## src/rtl/gated_timer_unit.sv

```systemverilog
module gated_timer_unit #(
  parameter int CNT_W       = 16,
  parameter int FAULT_LIMIT = 256,
  localparam int FW         = $clog2(FAULT_LIMIT + 1)
) (
  input  logic             clk,
  input  logic             rst_n,
  input  logic             tick_in,
  input  logic             freeze_n,
  input  logic             fault_guard_n,
  input  logic             go,
  input  logic             bus_busy,
  input  logic             bus_ready,
  input  logic             dma_en_req,
  input  logic             dma_ack_n_req,
  output logic [CNT_W-1:0] timer_a,
  output logic [CNT_W-1:0] timer_b,
  output logic [CNT_W-1:0] tg_count,
  output logic             tg_ovf_n,
  output logic             dma_en,
  output logic             dma_ack_n,
  output logic             bus_fault
);

  logic [2:0]    tick_sync;
  logic          tick_rise, advance, dma_ok;
  logic [FW-1:0] stall_cnt;
  logic          stall_clear;

  always_ff @(posedge clk) begin
    if (!rst_n) tick_sync <= '0;
    else        tick_sync <= {tick_sync[1:0], tick_in};
  end

  assign tick_rise = tick_sync[1] & ~tick_sync[2];
  assign advance   = tick_rise & freeze_n;

  always_ff @(posedge clk) begin
    if (!rst_n) begin
      timer_a <= '0;
      timer_b <= '0;
    end else if (advance) begin
      timer_a <= timer_a + CNT_W'(1);
      timer_b <= timer_b + CNT_W'(1);
    end
  end

  always_ff @(posedge clk) begin
    if (!rst_n) begin
      tg_count <= '0;
      tg_ovf_n <= 1'b1;
    end else if (go) begin
      tg_count <= '0;
      tg_ovf_n <= 1'b1;
    end else if (advance) begin
      tg_count <= tg_count + CNT_W'(1);
      if (&tg_count) tg_ovf_n <= 1'b0;
    end
  end

  always_ff @(posedge clk) begin
    if (!rst_n) dma_ok <= 1'b0;
    else        dma_ok <= 1'b1;
  end

  assign dma_en    = dma_ok & freeze_n & dma_en_req;
  assign dma_ack_n = ~(dma_ok & freeze_n) | dma_ack_n_req;

  assign stall_clear = ~fault_guard_n | ~bus_busy | bus_ready;

  always_ff @(posedge clk) begin
    if (!rst_n || stall_clear) begin
      stall_cnt <= '0;
      bus_fault <= 1'b0;
    end else begin
      bus_fault <= (stall_cnt == FW'(FAULT_LIMIT - 1));
      if (stall_cnt != FW'(FAULT_LIMIT)) stall_cnt <= stall_cnt + FW'(1);
    end
  end

  assert_reset_state_R1: assert property (@(posedge clk)
    $past(!rst_n) |-> (timer_a == '0 && tg_count == '0 && tg_ovf_n && !bus_fault));

  assert_single_step_R2: assert property (@(posedge clk) disable iff (!rst_n)
    (timer_a != $past(timer_a)) |-> (timer_a == $past(timer_a) + CNT_W'(1)));

  assert_frozen_hold_R3: assert property (@(posedge clk) disable iff (!rst_n)
    !freeze_n |=> (timer_a == $past(timer_a) && timer_b == $past(timer_b)));

  assert_dma_blocked_R4: assert property (@(posedge clk) disable iff (!rst_n)
    !freeze_n |-> (!dma_en && dma_ack_n));

  assert_go_clears_R6: assert property (@(posedge clk) disable iff (!rst_n)
    go |=> (tg_count == '0 && tg_ovf_n));

  assert_fault_single_R8: assert property (@(posedge clk) disable iff (!rst_n)
    bus_fault |=> !bus_fault);

  assert_guard_quiet_R10: assert property (@(posedge clk) disable iff (!rst_n)
    !fault_guard_n |=> !bus_fault);

endmodule

```

## config.mk

```make
export PLATFORM = sky130hd
export DESIGN_NAME = gated_timer_unit
export DESIGN_NICKNAME = d
export VERILOG_FILES = /design/src/rtl/gated_timer_unit.sv
export SDC_FILE = /design/constraint.sdc
export NUM_CORES = 1
export LEC_CHECK = 0
export BUFFER_PORTS_ARGS = -buffer_cell sky130_fd_sc_hd__buf_2
export CAP_MARGIN = 25
export CORE_UTILIZATION = 50
export DETAILED_ROUTE_END_ITERATION = 10
export GPL_ROUTABILITY_DRIVEN = 0
export GPL_TIMING_DRIVEN = 0
export PLACE_DENSITY = 0.85
export REMOVE_ABC_BUFFERS = 1
export SYNTH_ARGS = -nofsm -noshare
export SYNTH_HDL_FRONTEND = slang
export SYNTH_SLANG_ARGS = --single-unit
```

## constraint.sdc

```tcl
create_clock -name clk -period 4.4 [get_ports clk]
set_input_delay 1.1 -clock clk [delete_from_list [all_inputs] [get_ports clk]]
set_output_delay 1.1 -clock clk [all_outputs]
set_load 0.01 [all_outputs]
```

==> implementation parameters, run 1 <==
Parameter                              Value

Status
  Outcome ... finished clean

Die
  Die extent in x ... 76.3 µm
  Die area ... 0.00582 mm²
  I/O pin count ... 62
  Die Span Y ... 76.3 µm
  Count of standard-cell rows ... 26
  Initial core utilization ... 53.1%
  Standard cell core area ... 0.00520 mm²

Drt
  Total via count after detailed routing ... 2425
  Routed wire length per instance ... 12.0 µm
  Residual antenna-violating net count after detailed routing ... 0
  Number of iterations in the first detailed-routing pass ... 4
  Via density ... 5.34
  Violation count after the first detailed-route iteration ... 104
  Post-detailed-route DRC marker count ... 0
  Routed WL ... 5450 µm

Cells and area
  Synth-to-Final Area Change ... 18.9%
  N_diodes ... 0
  Number of fillers in the final layout ... 455
  Post-route design area ... 0.00328 mm²
  Share of layout cells above drive strength 1 ... 20.1%
  Post-layout util ... 63.1%
  Final nets ... 395
  Non-filler instance count after layout ... 454

Clock network
  Number of instances resized during post-cts repair ... 0
  Clk_lat worst skew ... 0.34 ns
  Post-CTS Setup Bufs ... 0
  Number of buffers inserted during clock tree synthesis ... 9
  Maximum level of the CTS H-tree ... 3
  Clock input transition at the sequential cells of the worst setup and hold paths ... 0.06 ns
  CTS tree ... done
  Clock root buffer ... sky130_fd_sc_hd__clkbuf_8
  Max Root-Sink Buffers ... 2
  Clock sink count ... 63
  Cts hold-fix bufs ... 0

Critical path
  WS Path Type ... in2reg
  CP required ... 4.66 ns
  Beginning of the critical path ... freeze_n
  Critical path startpoint category ... input pin
  Max Fanout on Critical Path ... 20
  Arrival time of the worst setup path ... 3.04 ns
  Crit. End Element ... register
  Critical register-to-register path startpoint ... tick_sync[1]

Timing
  Setup repair after global routing missed its margin ... no
  Number of failing setup endpoints in the final timing report ... 0
  Min cycle time layout ... 2.78 ns
  Final worst-path setup slack ... 1.62 ns
  Max-slew violations ... 0
  Measured slew at the worst slew-check pin ... 0.863 ns
  Worst slew margin relative to its limit ... 42.4%
  Final critical-path share of the clock period ... 63.2%
  Maximum operating frequency ... 0.360 GHz
  Final hold viol count ... 0
  Clock Skew ... 0.00679 ns
  Post-Route Setup TNS ... 0 ns
  WHS ... 0.439 ns

Power
  Final Power ... 1.04 mW
  Cell Pwr Density ... 316 mW/mm²
  Highest ir drop seen on vdd ... 0.000171 V
  Leakage power of the design ... 1.30 nW

Synthesis
  Synth async-reset ratio ... 0%
  Flop and latch count out of synthesis ... 63
  Syn Area/Cell ... 8.68 µm²
  Top cells by area, synth ... sky130_fd_sc_hd__dfxtp_1 (46%), sky130_fd_sc_hd__xnor2_1 (5.1%), sky130_fd_sc_hd__xor2_1 (5.1%), sky130_fd_sc_hd__nor2_1 (5.0%), sky130_fd_sc_hd__nand2_1 (4.1%)
  Cell type with the largest total area after synthesis ... sky130_fd_sc_hd__dfxtp_1
  Top cells by instance count after synthesis ... sky130_fd_sc_hd__dfxtp_1 (63), sky130_fd_sc_hd__nor2_1 (37), sky130_fd_sc_hd__nand2_1 (30)
  Cell with the most instances after synthesis ... sky130_fd_sc_hd__dfxtp_1
  Post-synth cell types ... 31
  Share of synthesized area occupied by flip-flops and latches ... 45.7%
  Most frequently used flop master after synthesis ... sky130_fd_sc_hd__dfxtp_1
  Post-synth EDFFs ... 0
  Proportion of netlist area held by the largest area contributor ... 45.7%
  Mapped Area ... 0.00276 mm²
  Number of instances in the synthesized netlist ... 318
  Warnings from Yosys ... 0

Placement
  Number of cells after detailed placement ... 438
  Total placed instance area ... 0.00311 mm²
  Half-perimeter wire length of the detailed placement result ... 3790 µm
  Pre-CTS setup slack ... 1.26 ns
  Count of input and output buffers ... 61

Global route
  Total grt overflow ... 0
  First-pass GRT wire length ... 9390 µm
  Vias in the first global route ... 2092
  Maximum number of pins on one net before global-route repair ... 30
  Antenna violations before repair ... 0
  All-layer global routing usage ... 20.2%

Flow run
  Max capacitance violation total ... 0

Hold path
  Hold Startpoint ... tick_sync[0]
  Class of the worst hold path ... reg2reg
## layout make-up
cell class                 count  area, µm²  area share (%)
multi-input combinational    234       1420            43.1
tap                           70       87.6            2.67
clock buffer                  12        155            4.73
sequential                    63       1260            38.4
timing repair buffer          61        305            9.30
inverter                      10       37.5            1.14
clock inverter                 4       20.0           0.610
## worst max-delay path, cell delays in order
cell and delay, ns:
sky130_fd_sc_hd__buf_2 0.12, sky130_fd_sc_hd__and3b_1 0.69, sky130_fd_sc_hd__nand3_1 0.41, sky130_fd_sc_hd__or4_1 0.56, sky130_fd_sc_hd__a21oi_1 0.15
## sequential cells by signal (all words and copies together) (netlist names)
name,cells
timer_a,16
tick_sync,3
stall_cnt,9
timer_b,16
tg_ovf_n,1
dma_ok,1
tg_count,16
bus_fault,1
## placed cells by master (no fill, tap or decap), types with 6 or more instances in the layout
| master | synthesis | final |
|---|---|---|
| sky130_fd_sc_hd__a21oi_1 | 21 | 21 |
| sky130_fd_sc_hd__and4_1 | 6 | 6 |
| sky130_fd_sc_hd__buf_2 | 4 | 61 |
| sky130_fd_sc_hd__clkbuf_8 | 0 | 11 |
| sky130_fd_sc_hd__dfxtp_1 | 63 | 63 |
| sky130_fd_sc_hd__ha_1 | 6 | 6 |
| sky130_fd_sc_hd__inv_1 | 10 | 10 |
| sky130_fd_sc_hd__nand2_1 | 30 | 30 |
| sky130_fd_sc_hd__nand3_1 | 19 | 19 |
| sky130_fd_sc_hd__nand4_1 | 14 | 14 |
| sky130_fd_sc_hd__nor2_1 | 37 | 37 |
| sky130_fd_sc_hd__nor3_1 | 7 | 7 |
| sky130_fd_sc_hd__o21ai_0 | 10 | 10 |
| sky130_fd_sc_hd__or3_1 | 10 | 10 |
| sky130_fd_sc_hd__xnor2_1 | 16 | 16 |
| sky130_fd_sc_hd__xor2_1 | 16 | 16 |
## logic make-up (layout without fill, tap and decap cells)
| kind of cell | Yosys count | count (layout) | share of synthesized area (%) |
|---|---|---|---|
| and+or+nand+nor | 155 | 155 | 29.7 |
| DFF | 63 | 63 | 45.7 |
| AOI/OAI and AO/OA | 37 | 37 | 7.25 |
| xor gates and xnor gates | 32 | 32 | 10.1 |
| buffers and inverters | 21 | 87 | 3.04 |
| adders and majority gates | 6 | 6 | 2.72 |
| muxes | 4 | 4 | 1.45 |
## where the power goes
group          switching, mW  internal [mW]  total (mW)
sequential           0.00246          0.573       0.576
clock                  0.208          0.231       0.439
combinational         0.0160        0.00828      0.0243
total                  0.226          0.812        1.04
## per-layer routing
layer | wire length [µm] | global-route usage [%] | up-vias
li1 | - | - | 1236
met1 | 2610 | 25.2 | 1108
met2 | 2430 | 31.2 | 70
met3 | 301 | 7.07 | 11
met4 | 102 | 9.23 | 0
met5 | 0 | 0 | -
## worst paths after layout
check | end | cells past startpoint | slack [ns]
max reg2reg | timer_b[14] | 4 | 2.13
min reg2reg | tick_sync[1] | 1 | 0.44
max | timer_b[14] | 5 | 1.62
min | tick_sync[1] | 1 | 0.44
Power figures use the tool's default switching activity.
==> run 2, diff against run 1 <==
--- a/config.mk
+++ b/config.mk
@@ -7,7 +7,7 @@
 export LEC_CHECK = 0
 export BUFFER_PORTS_ARGS = -buffer_cell sky130_fd_sc_hd__buf_2
 export CAP_MARGIN = 25
-export CORE_UTILIZATION = 50
+export CORE_UTILIZATION = 48
 export DETAILED_ROUTE_END_ITERATION = 10
 export GPL_ROUTABILITY_DRIVEN = 0
 export GPL_TIMING_DRIVEN = 0
==> constraint.sdc (replaced) <==
create_clock -name clk -period 2.2 [get_ports clk]
set_input_delay 0.55 -clock clk [delete_from_list [all_inputs] [get_ports clk]]
set_output_delay 0.55 -clock clk [all_outputs]
set_load 0.01 [all_outputs]
==> implementation parameters, run 2 (same netlist as run 1, synthesis figures left out) <==
Parameter                              Value

Global route
  All-layer global routing usage ... 19.3% (-0.88 points)
  Total grt overflow ... 0 (unchanged)
  Maximum number of pins on one net before global-route repair ... 30 (unchanged)
  First-pass GRT wire length ... 9250 µm (-1.5%)
  Vias in the first global route ... 2162 (+3.3%)
  Antenna violations before repair ... 0 (unchanged)

Power
  Cell Pwr Density ... 689 mW/mm² (+120%)
  Highest ir drop seen on vdd ... 0.000461 V (+170%)
  Leakage power of the design ... 1.32 nW (+1.7%)
  Final Power ... 2.30 mW (+120%)

Critical path
  Critical path startpoint category ... register
  Max Fanout on Critical Path ... 13 (-35%)
  Beginning of the critical path ... tick_sync[2]
  Arrival time of the worst setup path ... 2.23 ns (-0.81 ns)
  Crit. End Element ... register
  WS Path Type ... reg2reg
  Critical register-to-register path startpoint ... tick_sync[2]
  CP required ... 2.46 ns (-2.20 ns)

Cells and area
  Most common cell after layout, fill and taps aside ... sky130_fd_sc_hd__dfxtp_1
  Commonest cells after routing, fill and taps aside ... sky130_fd_sc_hd__dfxtp_1 (63), sky130_fd_sc_hd__buf_2 (61), sky130_fd_sc_hd__nor2_1 (37)
  Share of layout cells above drive strength 1 ... 20.6% (+0.52 points)
  Final nets ... 395 (unchanged)
  Number of fillers in the final layout ... 481 (+5.7%)
  Non-filler instance count after layout ... 456 (+0.44%)
  N_diodes ... 0 (unchanged)
  Largest registers ... tg_count x16, timer_a x16, timer_b x16
  Synth-to-Final Area Change ... 20.9%
  Post-route design area ... 0.00334 mm² (+1.7%)

Die
  Die area ... 0.00606 mm² (+4.0%)
  Standard cell core area ... 0.00554 mm² (+6.4%)
  Die extent in x ... 77.8 µm (+2.0%)
  I/O pin count ... 62 (unchanged)
  Count of standard-cell rows ... 27 (+3.8%)
  Initial core utilization ... 49.8% (-3.2 points)
  Die Span Y ... 77.8 µm (+2.0%)

Drt
  Routed WL ... 5560 µm (+2.1%)
  Violation count after the first detailed-route iteration ... 98 (-5.8%)
  Via density ... 5.27 (-1.4%)
  Routed wire length per instance ... 12.2 µm (+1.6%)
  Number of iterations in the first detailed-routing pass ... 4 (unchanged)
  Total via count after detailed routing ... 2401 (-0.99%)
  Residual antenna-violating net count after detailed routing ... 0 (unchanged)
  Post-detailed-route DRC marker count ... 0 (unchanged)

Timing
  Worst slew margin relative to its limit ... 42.7% (+0.29 points)
  Max-slew violations ... 0 (unchanged)
  Maximum operating frequency ... 0.507 GHz
  Number of failing setup endpoints in the final timing report ... 0 (unchanged)
  Min cycle time layout ... 1.97 ns
  Final worst-path setup slack ... 0.226 ns (-1.39 ns)
  Final critical-path share of the clock period ... 89.7%
  WHS ... 0.420 ns (-0.0187 ns)
  Measured slew at the worst slew-check pin ... 0.858 ns (-0.00435 ns)
  Final hold viol count ... 0 (unchanged)
  Clock Skew ... 0.00558 ns (-0.00121 ns)
  Setup repair after global routing missed its margin ... no

Clock network
  Max Root-Sink Buffers ... 2 (unchanged)
  Cts hold-fix bufs ... 0 (unchanged)
  Maximum level of the CTS H-tree ... 3 (unchanged)
  Clk_lat worst skew ... 0.33 ns (about the same)
  Clock root buffer ... sky130_fd_sc_hd__clkbuf_8
  Number of buffers inserted during clock tree synthesis ... 9 (unchanged)
  Clock input transition at the sequential cells of the worst setup and hold paths ... 0.07 ns (about the same)
  CTS tree ... done
  Clock sink count ... 63 (unchanged)

Flow run
  Max capacitance violation total ... 0 (unchanged)

Placement
  Number of cells after detailed placement ... 440 (+0.46%)
  Total placed instance area ... 0.00311 mm² (about the same)
  Half-perimeter wire length of the detailed placement result ... 3750 µm (-1.1%)
  Pre-CTS setup slack ... -0.355 ns (-1.62 ns)
  Count of input and output buffers ... 61 (unchanged)

Status
  Outcome ... finished clean

Hold path
  Class of the worst hold path ... in2reg
  Hold Startpoint ... tick_in
[run 2: changes by cell type in the layout (fill, tap and decap cells not counted)]
| cell | previous run | this run |
|---|---|---|
| sky130_fd_sc_hd__and3b_1 | 1 | 0 |
| sky130_fd_sc_hd__and3b_2 | 0 | 1 |
| sky130_fd_sc_hd__bufinv_16 | 0 | 1 |
| sky130_fd_sc_hd__clkbuf_1 | 1 | 0 |
| sky130_fd_sc_hd__clkbuf_8 | 11 | 14 |
| sky130_fd_sc_hd__clkinv_2 | 4 | 1 |
[run 2: cell type report]
class	instances	area, µm²	area share, %
inverters	10	37.5	1.12
multi-input cells	234	1420	42.5
clock buffers	14	193	5.77
well taps	72	90.1	2.70
flip-flops and latches	63	1260	37.8
repair buffers	61	305	9.14
clock inverters	2	35.0	1.05
[run 2: metal layers]
metal  global-route usage [%]  vias to the layer above  wire (µm)
li1                         -                     1236          -
met1                     22.7                     1106       2640
met2                     32.2                       50       2620
met3                     4.82                        9        226
met4                     10.2                        0         76
met5                        0                        -          0
[run 2: power by group]
| part | internal (mW) | leakage (nW) | switching [mW] |
|---|---|---|---|
| logic | 0.0167 | 0.692 | 0.0325 |
| registers | 1.15 | 0.508 | 0.00456 |
| clock network | 0.676 | 0.119 | 0.425 |
| total | 1.84 | 1.32 | 0.462 |
[run 2: repair_timing]
item                       CTS  global route
gates resized for setup      1             0
setup buffers                0             0
setup endpoints to repair    1             0
[run 2: worst paths after layout]
| check | endpoint | slack, ns | depth (start not counted) |
|---|---|---|---|
| setup reg to reg | tg_count[14] | 0.23 | 4 |
| hold / removal | tick_sync[0] | 0.42 | 2 |
| setup / recovery | tg_count[14] | 0.23 | 4 |
| hold reg to reg | tick_sync[1] | 0.44 | 1 |
[run 2: critical path, stage by stage (launching register included)]
cell	delay, ns
sky130_fd_sc_hd__dfxtp_1	0.31
sky130_fd_sc_hd__nand3b_1	0.43
sky130_fd_sc_hd__or2_0	0.48
sky130_fd_sc_hd__or4_1	0.54
sky130_fd_sc_hd__a21oi_1	0.14
[run 2: through the flow]
| step | setup TNS [ns] | util, % |
|---|---|---|
| after floorplan | 0 | - |
| after global placement | -1.48 | 56.1 |
| after detailed placement | -1.83 | 56.1 |
| after CTS | 0 | 60.3 |
| after global routing | 0 | 60.3 |
| final | 0 | 60.3 |
==> run 3, diff against run 2 <==
--- a/config.mk
+++ b/config.mk
@@ -8,9 +8,11 @@
 export BUFFER_PORTS_ARGS = -buffer_cell sky130_fd_sc_hd__buf_2
 export CAP_MARGIN = 25
 export CORE_UTILIZATION = 48
+export CTS_BUF_LIST = sky130_fd_sc_hd__clkbuf_16
 export DETAILED_ROUTE_END_ITERATION = 10
 export GPL_ROUTABILITY_DRIVEN = 0
 export GPL_TIMING_DRIVEN = 0
+export MAX_ROUTING_LAYER = met4
 export PLACE_DENSITY = 0.85
 export REMOVE_ABC_BUFFERS = 1
 export SYNTH_ARGS = -nofsm -noshare
==> implementation parameters, run 3 (same netlist as run 1, synthesis figures left out) <==
Parameter                              Value

Flow run
  Max capacitance violation total ... 0 (unchanged)

Timing
  Measured slew at the worst slew-check pin ... 0.872 ns (+0.0133 ns)
  Setup repair after global routing missed its margin ... no
  Max-slew violations ... 0 (unchanged)
  Worst slew margin relative to its limit ... 41.8% (-0.89 points)
  Clock Skew ... 0.00549 ns (-0.0000846 ns)
  Min cycle time layout ... 1.97 ns (-0.00503 ns)
  Final hold viol count ... 0 (unchanged)
  WHS ... 0.432 ns (+0.0112 ns)
  Final worst-path setup slack ... 0.231 ns (+0.00503 ns)
  Maximum operating frequency ... 0.508 GHz (+0.26%)
  Final critical-path share of the clock period ... 89.5% (-0.23 points)
  Number of failing setup endpoints in the final timing report ... 0 (unchanged)

Critical path
  Max Fanout on Critical Path ... 13 (unchanged)
  Arrival time of the worst setup path ... 2.21 ns (-0.02 ns)
  Number of buffer and inverter instances along the worst setup path ... 0 (unchanged)
  Slowest Stage Delay on Critical Path ... 0.54 ns (about the same)
  Crit. End Element ... register
  Path length in cells of the critical path ... 4 (unchanged)
  WS Path Type ... reg2reg
  Slowest library cell on the worst path ... sky130_fd_sc_hd__or4_1
  Worst Reg2Reg Path Length in Cells ... 4 (unchanged)
  CP required ... 2.44 ns (-0.02 ns)
  Critical path startpoint category ... register
  Cells along the critical path ... nand3b_1 -> or2_0 -> or4_1 -> a21oi_1
  Dominant delay contributor by cell family on the critical path ... simple AND/OR/NAND/NOR gates

Global route
  Maximum number of pins on one net before global-route repair ... 30 (unchanged)
  First-pass GRT wire length ... 9290 µm (+0.52%)
  Antenna violations before repair ... 0 (unchanged)
  All-layer global routing usage ... 20.0% (+0.64 points)
  Total grt overflow ... 0 (unchanged)
  Vias in the first global route ... 2131 (-1.4%)

Placement
  Number of cells after detailed placement ... 440 (unchanged)
  Count of input and output buffers ... 61 (unchanged)
  Half-perimeter wire length of the detailed placement result ... 3750 µm (unchanged)
  Pre-CTS setup slack ... -0.355 ns (unchanged)

Cells and area
  Post-layout util ... 61.2% (+0.93 points)
  Sequential cell area in the final layout ... 0.00126 mm² (unchanged)
  Share of layout cells above drive strength 1 ... 19.3% (-1.3 points)
  Number of fillers in the final layout ... 476 (-1.0%)
  Commonest cells after routing, fill and taps aside ... sky130_fd_sc_hd__dfxtp_1 (63), sky130_fd_sc_hd__buf_2 (61), sky130_fd_sc_hd__nor2_1 (37)
  Most common cell after layout, fill and taps aside ... sky130_fd_sc_hd__dfxtp_1
  Non-filler instance count after layout ... 456 (unchanged)
  Total area of multi-input combinational cells ... 0.00142 mm² (unchanged)
  Synth-to-Final Area Change ... 22.8%
  N_diodes ... 0 (unchanged)
  Final nets ... 395 (unchanged)
  Largest registers ... tg_count x16, timer_a x16, timer_b x16

Drt
  Number of iterations in the first detailed-routing pass ... 4 (unchanged)
  Residual antenna-violating net count after detailed routing ... 0 (unchanged)
  Routed wire length per instance ... 12.2 µm (-0.18%)
  Violation count after the first detailed-route iteration ... 119 (+21%)
  Via density ... 5.27 (+0.17%)
  Total via count after detailed routing ... 2405 (+0.17%)
  Post-detailed-route DRC marker count ... 0 (unchanged)
  Routed WL ... 5550 µm (-0.18%)

Power
  Final Power ... 2.52 mW (+9.4%)
  Internal power component ... 2.02 mW (+9.7%)
  Highest ir drop seen on vdd ... 0.000488 V (+5.9%)
  Clock network fraction of design power ... 52.2% (+4.3 points)
  Logic pwr share ... 2.0% (about the same)
  Net switching fraction of the power ... 19.8% (-0.26 points)
  Leakage power of the design ... 1.34 nW (+1.4%)
  Sequential share of power ... 45.8% (-4.2 points)
  Cell Pwr Density ... 742 mW/mm² (+7.7%)
  P_sw ... 499 µW (+8.0%)

Clock network
  Post-CTS Setup Bufs ... 0 (unchanged)
  Clock root buffer ... sky130_fd_sc_hd__clkbuf_16
  Clock sink count ... 63 (unchanged)
  Maximum level of the CTS H-tree ... 3 (unchanged)
  CTS tree ... done
  Number of buffers inserted during clock tree synthesis ... 9 (unchanged)
  Clock input transition at the sequential cells of the worst setup and hold paths ... 0.05 ns (-0.02 ns)
  Clk_lat worst skew ... 0.32 ns (about the same)
  Number of instances resized during post-cts repair ... 1 (unchanged)
  Max Root-Sink Buffers ... 2 (unchanged)
  Cts hold-fix bufs ... 0 (unchanged)

Hold path
  Worst hold path cell count ... 1 (-1)
  Class of the worst hold path ... reg2reg

Status
  Outcome ... finished clean

Die
  I/O pin count ... 62 (unchanged)
  Die extent in x ... 77.8 µm (unchanged)
  Initial core utilization ... 49.8% (unchanged)
  Count of standard-cell rows ... 27 (unchanged)
  Die area ... 0.00606 mm² (unchanged)
  Standard cell core area ... 0.00554 mm² (unchanged)
  Die Span Y ... 77.8 µm (unchanged)
## run 3: final cells by class
class | instances | share of cell area, %
clock buffer | 9 | 6.64
clock inverter | 7 | 1.59
inverter | 10 | 1.11
multi-input combinational | 234 | 41.8
tap | 72 | 2.66
sequential | 63 | 37.2
timing repair buffer | 61 | 9.00
## run 3: worst paths after layout
kind / startpoint / to / slack [ns]
worst max-delay path: tick_sync[2] / tg_count[14] / 0.23
worst min-delay path: tick_sync[0] / tick_sync[1] / 0.43
worst max register to register: tick_sync[2] / tg_count[14] / 0.23
worst min register to register: tick_sync[0] / tick_sync[1] / 0.43
## run 3: per-stage QoR
stage / TNS (ns) / cell area, µm²
after floorplan: 0 / 2720
after global placement: -1.48 / 3110
after detailed placement: -1.83 / 3110
after CTS: 0 / 3390
after global routing: 0 / 3390
final: 0 / 3390
## run 3: per-layer routing
layer  global-route usage (%)  wire (µm)  vias up  part of all wire [%]
met4                     10.8        106        0                   1.9
met2                     31.0       2510       58                    45
met3                     4.94        290       15                   5.2
li1                         -          -     1238                     -
met1                     23.7       2640     1094                    48
met5                        -          0        -                     0
## run 3: power by group through the flow
stage	Sequential (mW)	Clock (mW)	Combinational (mW)
after floorplan	1.18	0	0.0256
after global placement	1.18	0	0.0484
after detailed placement	1.18	0	0.0497
after CTS	1.15	1.34	0.0499
after global routing	1.15	1.39	0.0560
final	1.15	1.31	0.0492
## run 3: worst register-to-register path: stages, from the launching register on
cell and delay (ns):
sky130_fd_sc_hd__dfxtp_1 0.31, sky130_fd_sc_hd__nand3b_1 0.43, sky130_fd_sc_hd__or2_0 0.48, sky130_fd_sc_hd__or4_1 0.54, sky130_fd_sc_hd__a21oi_1 0.14
